$ cat src/rtl/xbus_pkg.sv
package xbus_pkg;

  localparam int LIM_W = 2;

  typedef enum logic [2:0] {
    XS_IDLE,
    XS_ADDR,
    XS_STRB,
    XS_WAIT0,
    XS_WAIT1,
    XS_HOLD,
    XS_INT,
    XS_INTRD
  } xbus_state_e;

  typedef struct packed {
    logic [LIM_W-1:0] lim;
    logic             unlim;
    logic             adv;
  } xbus_cfg_t;

  localparam int CFG_W = $bits(xbus_cfg_t);

endpackage

$ cat src/rtl/xbus_route.sv
module xbus_route #(
  parameter int                ADDR_W = 16,
  parameter logic [ADDR_W-1:0] WIN_LO = 16'h2000,
  parameter logic [ADDR_W-1:0] WIN_HI = 16'h3FFF
) (
  input  logic [ADDR_W-1:0] addr_i,
  input  logic              ea_i,
  output logic              internal_o
);

  logic in_window;

  assign in_window  = (addr_i >= WIN_LO) && (addr_i <= WIN_HI);
  assign internal_o = ea_i && in_window;

endmodule

$ cat src/rtl/xbus_wait.sv
module xbus_wait #(
  parameter int CNT_W = 3,
  parameter int LIM_W = 2
) (
  input  logic             clk,
  input  logic             rst,
  input  logic             clr_i,
  input  logic             inc_i,
  input  logic             unlim_i,
  input  logic [LIM_W-1:0] limit_i,
  output logic             may_wait_o
);

  localparam logic [CNT_W-1:0] CNT_MAX = {CNT_W{1'b1}};

  logic [CNT_W-1:0] cnt_q;

  always_ff @(posedge clk) begin
    if (rst || clr_i) begin
      cnt_q <= '0;
    end else if (inc_i && (cnt_q != CNT_MAX)) begin
      cnt_q <= cnt_q + 1'b1;
    end
  end

  assign may_wait_o = unlim_i || (cnt_q < CNT_W'(limit_i));

endmodule

$ cat src/rtl/xbus_pins.sv
module xbus_pins
  import xbus_pkg::*;
#(
  parameter int ADDR_W = 16,
  parameter int DATA_W = 8
) (
  input  logic                     clk,
  input  logic                     rst,
  input  xbus_state_e              state_d_i,
  input  logic                     adv_i,
  input  logic                     write_i,
  input  logic                     fetch_i,
  input  logic [ADDR_W-1:0]        baddr_i,
  input  logic [DATA_W-1:0]        wbyte_i,
  output logic [DATA_W-1:0]        ad_o,
  output logic                     ad_oe_o,
  output logic [ADDR_W-DATA_W-1:0] ahi_o,
  output logic                     strb_o,
  output logic                     rd_n_o,
  output logic                     wr_n_o,
  output logic                     inst_o
);

  localparam int HI_W = ADDR_W - DATA_W;

  always_ff @(posedge clk) begin
    if (rst) begin
      ad_o    <= '0;
      ad_oe_o <= 1'b0;
      ahi_o   <= '0;
      strb_o  <= 1'b0;
      rd_n_o  <= 1'b1;
      wr_n_o  <= 1'b1;
      inst_o  <= 1'b0;
    end else begin
      case (state_d_i)
        XS_ADDR: begin
          ad_o    <= baddr_i[DATA_W-1:0];
          ahi_o   <= baddr_i[ADDR_W-1 -: HI_W];
          ad_oe_o <= 1'b1;
          strb_o  <= ~adv_i;
          rd_n_o  <= 1'b1;
          wr_n_o  <= 1'b1;
          inst_o  <= fetch_i;
        end
        XS_STRB, XS_WAIT0, XS_WAIT1: begin
          if (write_i) ad_o <= wbyte_i;
          ad_oe_o <= write_i;
          strb_o  <= 1'b0;
          rd_n_o  <= write_i;
          wr_n_o  <= ~write_i;
          inst_o  <= fetch_i;
        end
        XS_HOLD: begin
          ad_oe_o <= write_i;
          strb_o  <= adv_i;
          rd_n_o  <= 1'b1;
          wr_n_o  <= 1'b1;
          inst_o  <= fetch_i;
        end
        default: begin
          ad_oe_o <= 1'b0;
          strb_o  <= adv_i;
          rd_n_o  <= 1'b1;
          wr_n_o  <= 1'b1;
          inst_o  <= 1'b0;
        end
      endcase
    end
  end

endmodule

$ cat src/rtl/xbus_ctrl.sv
module xbus_ctrl
  import xbus_pkg::*;
#(
  parameter int                ADDR_W = 16,
  parameter int                DATA_W = 8,
  parameter int                CNT_W  = 3,
  parameter logic [ADDR_W-1:0] WIN_LO = 16'h2000,
  parameter logic [ADDR_W-1:0] WIN_HI = 16'h3FFF
) (
  input  logic                     clk,
  input  logic                     rst,
  input  logic [3:0]               cfg_i,
  input  logic                     ea_i,
  input  logic                     req_valid_i,
  output logic                     req_ready_o,
  input  logic                     req_write_i,
  input  logic                     req_fetch_i,
  input  logic                     req_wide_i,
  input  logic [ADDR_W-1:0]        req_addr_i,
  input  logic [2*DATA_W-1:0]      req_wdata_i,
  output logic                     rsp_valid_o,
  output logic [2*DATA_W-1:0]      rsp_rdata_o,
  output logic                     int_en_o,
  output logic                     int_we_o,
  output logic                     int_wide_o,
  output logic [ADDR_W-1:0]        int_addr_o,
  output logic [2*DATA_W-1:0]      int_wdata_o,
  input  logic [2*DATA_W-1:0]      int_rdata_i,
  output logic [DATA_W-1:0]        ad_o,
  output logic                     ad_oe_o,
  input  logic [DATA_W-1:0]        ad_i,
  output logic [ADDR_W-DATA_W-1:0] ahi_o,
  output logic                     strb_o,
  output logic                     rd_n_o,
  output logic                     wr_n_o,
  output logic                     inst_o,
  input  logic                     ready_i
);

  localparam int WORD_W = 2 * DATA_W;

  xbus_cfg_t   cfg_in;
  xbus_state_e state_q, state_d;

  logic              is_int, may_wait, go_wait, step_strb, accept, idle;
  logic              wr_q, fetch_q, wide_q, bsel_q, adv_q, unlim_q;
  logic [LIM_W-1:0]  lim_q;
  logic [ADDR_W-1:0] addr_q, baddr;
  logic [WORD_W-1:0] wdata_q, rdata_q;
  logic [DATA_W-1:0] wbyte;
  logic              cur_write, cur_fetch, cur_adv, rsp_q;

  assign cfg_in = xbus_cfg_t'(cfg_i[CFG_W-1:0]);

  xbus_route #(.ADDR_W(ADDR_W), .WIN_LO(WIN_LO), .WIN_HI(WIN_HI)) u_route (
    .addr_i     (req_addr_i),
    .ea_i       (ea_i),
    .internal_o (is_int)
  );

  assign idle      = (state_q == XS_IDLE);
  assign accept    = idle && req_valid_i;
  assign step_strb = (state_q == XS_STRB) || (state_q == XS_WAIT1);
  assign go_wait   = step_strb && !ready_i && may_wait;

  xbus_wait #(.CNT_W(CNT_W), .LIM_W(LIM_W)) u_wait (
    .clk        (clk),
    .rst        (rst),
    .clr_i      (state_d == XS_ADDR),
    .inc_i      (go_wait),
    .unlim_i    (unlim_q),
    .limit_i    (lim_q),
    .may_wait_o (may_wait)
  );

  always_comb begin
    state_d = state_q;
    case (state_q)
      XS_IDLE:  if (req_valid_i) state_d = is_int ? XS_INT : XS_ADDR;
      XS_ADDR:  state_d = XS_STRB;
      XS_STRB:  state_d = go_wait ? XS_WAIT0 : XS_HOLD;
      XS_WAIT0: state_d = XS_WAIT1;
      XS_WAIT1: state_d = go_wait ? XS_WAIT0 : XS_HOLD;
      XS_HOLD:  state_d = (wide_q && !bsel_q) ? XS_ADDR : XS_IDLE;
      XS_INT:   state_d = XS_INTRD;
      XS_INTRD: state_d = XS_IDLE;
      default:  state_d = XS_IDLE;
    endcase
  end

  assign cur_write = idle ? req_write_i : wr_q;
  assign cur_fetch = idle ? (req_fetch_i && !req_write_i) : fetch_q;
  assign cur_adv   = idle ? cfg_in.adv : adv_q;
  assign baddr     = idle ? req_addr_i : addr_q + ADDR_W'(1);
  assign wbyte     = bsel_q ? wdata_q[WORD_W-1:DATA_W] : wdata_q[DATA_W-1:0];

  always_ff @(posedge clk) begin
    if (rst) begin
      state_q <= XS_IDLE;
      wr_q    <= 1'b0;
      fetch_q <= 1'b0;
      wide_q  <= 1'b0;
      bsel_q  <= 1'b0;
      adv_q   <= 1'b0;
      unlim_q <= 1'b0;
      lim_q   <= '0;
      addr_q  <= '0;
      wdata_q <= '0;
      rdata_q <= '0;
      rsp_q   <= 1'b0;
    end else begin
      state_q <= state_d;
      rsp_q   <= ((state_q == XS_HOLD) && (state_d == XS_IDLE)) || (state_q == XS_INTRD);
      if (accept) begin
        wr_q    <= req_write_i;
        fetch_q <= req_fetch_i && !req_write_i;
        wide_q  <= req_wide_i;
        bsel_q  <= 1'b0;
        adv_q   <= cfg_in.adv;
        unlim_q <= cfg_in.unlim;
        lim_q   <= cfg_in.lim;
        addr_q  <= req_addr_i;
        wdata_q <= req_wdata_i;
        rdata_q <= '0;
      end
      if (step_strb && !go_wait && !wr_q) begin
        if (bsel_q) rdata_q[WORD_W-1:DATA_W] <= ad_i;
        else        rdata_q[DATA_W-1:0]      <= ad_i;
      end
      if ((state_q == XS_HOLD) && (state_d == XS_ADDR)) bsel_q <= 1'b1;
      if (state_q == XS_INTRD) begin
        rdata_q <= wide_q ? int_rdata_i : {{DATA_W{1'b0}}, int_rdata_i[DATA_W-1:0]};
      end
    end
  end

  always_ff @(posedge clk) begin
    if (rst) begin
      int_en_o    <= 1'b0;
      int_we_o    <= 1'b0;
      int_wide_o  <= 1'b0;
      int_addr_o  <= '0;
      int_wdata_o <= '0;
    end else begin
      int_en_o <= (state_d == XS_INT);
      if (accept) begin
        int_we_o    <= req_write_i;
        int_wide_o  <= req_wide_i;
        int_addr_o  <= req_addr_i;
        int_wdata_o <= req_wdata_i;
      end
    end
  end

  xbus_pins #(.ADDR_W(ADDR_W), .DATA_W(DATA_W)) u_pins (
    .clk       (clk),
    .rst       (rst),
    .state_d_i (state_d),
    .adv_i     (cur_adv),
    .write_i   (cur_write),
    .fetch_i   (cur_fetch),
    .baddr_i   (baddr),
    .wbyte_i   (wbyte),
    .ad_o      (ad_o),
    .ad_oe_o   (ad_oe_o),
    .ahi_o     (ahi_o),
    .strb_o    (strb_o),
    .rd_n_o    (rd_n_o),
    .wr_n_o    (wr_n_o),
    .inst_o    (inst_o)
  );

  assign req_ready_o = idle;
  assign rsp_valid_o = rsp_q;
  assign rsp_rdata_o = rdata_q;

endmodule

$ cat config.mk
export PLATFORM = sky130hd
export DESIGN_NAME = xbus_ctrl
export DESIGN_NICKNAME = d
export VERILOG_FILES = /design/src/rtl/xbus_pkg.sv /design/src/rtl/xbus_route.sv /design/src/rtl/xbus_wait.sv /design/src/rtl/xbus_pins.sv /design/src/rtl/xbus_ctrl.sv
export SDC_FILE = /design/constraint.sdc
export NUM_CORES = 1
export LEC_CHECK = 0
export ABC_AREA = 1
export ABC_CLOCK_PERIOD_IN_PS = 3300
export BUFFER_PORTS_ARGS = -buffer_cell sky130_fd_sc_hd__buf_2
export CORE_UTILIZATION = 40
export DETAILED_ROUTE_END_ITERATION = 10
export GPL_TIMING_DRIVEN = 0
export HOLD_SLACK_MARGIN = 0.12
export SLEW_MARGIN = 20
export SYNTH_ARGS = -nofsm -noshare
export SYNTH_HDL_FRONTEND = slang
export SYNTH_HIERARCHICAL = 1
export SYNTH_SLANG_ARGS = --single-unit
$ cat constraint.sdc
create_clock -name clk -period 3.3 [get_ports clk]
set_input_delay 0.33 -clock clk [delete_from_list [all_inputs] [get_ports clk]]
set_output_delay 0.33 -clock clk [all_outputs]
set_load 0.005 [all_outputs]
==> results.cfg <==
[outcome]
status = finished clean

[timing]
whs_ns = 0.249
rsz0062_at_grt = no
clock.fmax_ghz = 0.343
finalHoldViolCount = 0
skew_ns = 0.00925
worst_pin_slew_ns = 0.782
setup-violations-final = 0
setup_ws_ns = 0.384
timing_max_transition_violations_final = 0
relSlewSlack = 0.475
tns_ns = 0
fin_crit_ns = 2.92
period_share = 0.884

[synthesis]
yosys_register_bits = 85
syn_area_um2 = 4590
netlist_top_cells_area = dfxtp_1, nand2_1, inv_1, nand3_1, a21oi_1
synthCells = 707
synth.avg_cell_area_um2 = 6.49
synth_cell_types = 35
synth_seq_area_share = 0.371
ys.warnings.count = 6
synth_top_area_cell = dfxtp_1
synth_top_area_frac = 0.371
syn_nets = 780

[clocking]
clk_latency_ns = 0.35
clock_sinks = 85
cts_tree = built
cts_setup_buffers = 0
clk_pin_slew_ns = 0.06
htreeDepth = 3
ctsHoldBuffers = 0
clock-root-buffer = clkbuf_16
clockBufferDepth = 2
cts_resized = 0
cts_buffers = 9

[critical_path]
max_stage_delay_ns = 0.64
cp.buffers_inverters = 5
crit_top_cell = nand2_1
cp_max_fo = 10
cp-start-kind = flip-flop
cp_cell_sequence = inv_1, ha_1, nand2_1, nand2_1, nand2_1, inv_2, nor2_1, a21boi_1, nor3_1, inv_2, ha_1, inv_2, buf_4, nand4_2, nand3_1, nand2_1, nor2_1
cp_slowest_cell = nor3_1
required_ns = 3.59
cpLargestDelayFamily = simple AND/OR/NAND/NOR gates
cp-end-kind = flip-flop
crit_arrival_ns = 3.20
crit_type = flip-flop to flip-flop

[die]
die_x_um = 109
die_h_um = 109
coreArea_um2 = 11000
initial_core_util = 0.418
pin_count = 142
dieArea_um2 = 11900
std_cell_rows = 38

[placement]
pre_cts_ws_ns = 0.426
gp_congestion = 0.888
portBuffers = 140
placed_cell_area_um2 = 5460
hpwl_mm = 11.0

[route]
drt_pass1_iterations = 5
drc = 0
wl_mm = 14.3
drt-vias-per-instance = 4.96
drt-wirelength-per-cell_um = 14.2
vias = 4984
drt_iter0_markers = 196
postRouteAntennaNets = 0

[min_path]
hold_class = primary input to flip-flop

[cells_and_area]
final_cell_area_um2 = 5760
drive_above_1_share = 0.242
final_common_cell = nand2_1
final_nets = 931
area_delta_synth_final_pct = 25.6
layout_common_cells = nand2_1, buf_2, inv_1, dfxtp_1, nor2_1

[power]
irDropWorstVdd_v = 0.000544
total_power_uw = 5060
power_density_nw_per_um2 = 879
leakagePower_uw = 0.00296

[global_routing]
grt_overflow = 0
grt.total_usage = 0.245
grt_first_pass_wirelength_mm = 22.1
grt_max_degree = 14
grt_pass1_vias = 4590
grt_antenna_before_repair = 1

[run]
cap_violations = 0
==> cell type report <==
cell class                      count  area [um2]
Buffer                             37         195
Inverter                           92         345
Timing Repair Buffer              140         701
Fill cell                        1146        5220
Antenna cell                        1        2.50
Sequential cell                    85        1700
Clock buffer                       12         246
Tap cell                          140         175
Multi-Input combinational cell    493        2340
Clock inverter                      4        47.5
==> kinds of logic (layout without fill, tap and decap cells) <==
logic type / Yosys count / in the layout / synth area share
compound gates: 116 / 116 / 0.134
buf+inv: 129 / 285 / 0.118
simple gates: 369 / 369 / 0.358
flops: 85 / 85 / 0.371
xor+xnor: 3 / 3 / 0.00573
fa+ha+maj: 5 / 5 / 0.0136
other cells: 0 / 1 / 0
==> flip-flops by register name (all words and copies together) (netlist names), 2 cells and up <==
signal	flops
lim_q	2
int_addr_o	16
rsp_rdata_o	16
state_q	3
u_pins/ahi_o	8
u_wait/cnt_q	3
u_pins/ad_o	8
int_wdata_o	16
==> power by group <==
part           internal, uW  switching, uW  leakage [uW]
logic                   911           1610       0.00213
clock network           605            421      0.000143
registers              1310            210      0.000696
==> cells in the mapped netlist <==
library cell,n
a21boi_1,1
buf_2,15
nand3_2,3
nand3b_1,1
inv_1,85
a31oi_1,1
nand2_2,11
a211oi_1,4
nand3_1,63
nor2_4,1
xor2_1,3
o21ai_0,44
nand2_4,3
dfxtp_1,85
buf_8,1
or2_1,1
nor4_1,1
a21o_1,1
nand2_1,189
nand4_2,1
nor2_2,5
buf_4,3
o31ai_1,1
a21oi_1,60
inv_2,7
nor2_1,64
ha_1,5
a211oi_2,2
o21ai_1,2
buf_1,2
buf_6,2
clkbuf_1,14
nor3_1,4
nand4_1,21
nand3_4,1
==> through the flow <==
step            util  cells
6_report       0.524   1004
5_1_grt        0.524   1004
4_1_cts        0.524   1003
3_5_place_dp   0.497    987
3_3_place_gp   0.497    987
2_1_floorplan      -    707
==> layer usage <==
| metal | up-vias | GRT usage | wire (um) |
|---|---|---|---|
| met2 | 163 | 0.407 | 6720 |
| li1 | 2563 | - | - |
| met4 | 0 | 0.113 | 384 |
| met5 | - | 0 | 0 |
| met3 | 24 | 0.0359 | 738 |
| met1 | 2234 | 0.312 | 6460 |
==> worst reg2reg max path: stages (launching register included) <==
cell      delay, ns
dfxtp_1        0.33
inv_1          0.05
ha_1           0.26
nand2_1        0.05
nand2_1        0.05
nand2_1        0.05
inv_2          0.05
nor2_1         0.05
a21boi_1       0.19
nor3_1         0.64
inv_2          0.12
ha_1           0.23
inv_2          0.07
buf_4          0.17
nand4_2        0.23
nand3_1        0.17
nand2_1        0.06
nor2_1         0.10
==> final timing paths <==
check	from	to	slack, ns	cells after the start
max	lim_q[1]$_SDFFE_PP0P_	u_pins/ad_o[2]$_SDFFE_PP0P_	0.38	17
min	cfg_i[1]	unlim_q$_SDFFE_PP0P_	0.25	3
max reg2reg	lim_q[1]$_SDFFE_PP0P_	u_pins/ad_o[2]$_SDFFE_PP0P_	0.38	17
min reg2reg	adv_q$_SDFFE_PP0P_	adv_q$_SDFFE_PP0P_	0.45	2
Note: power is estimated with default switching activity, not from simulation.
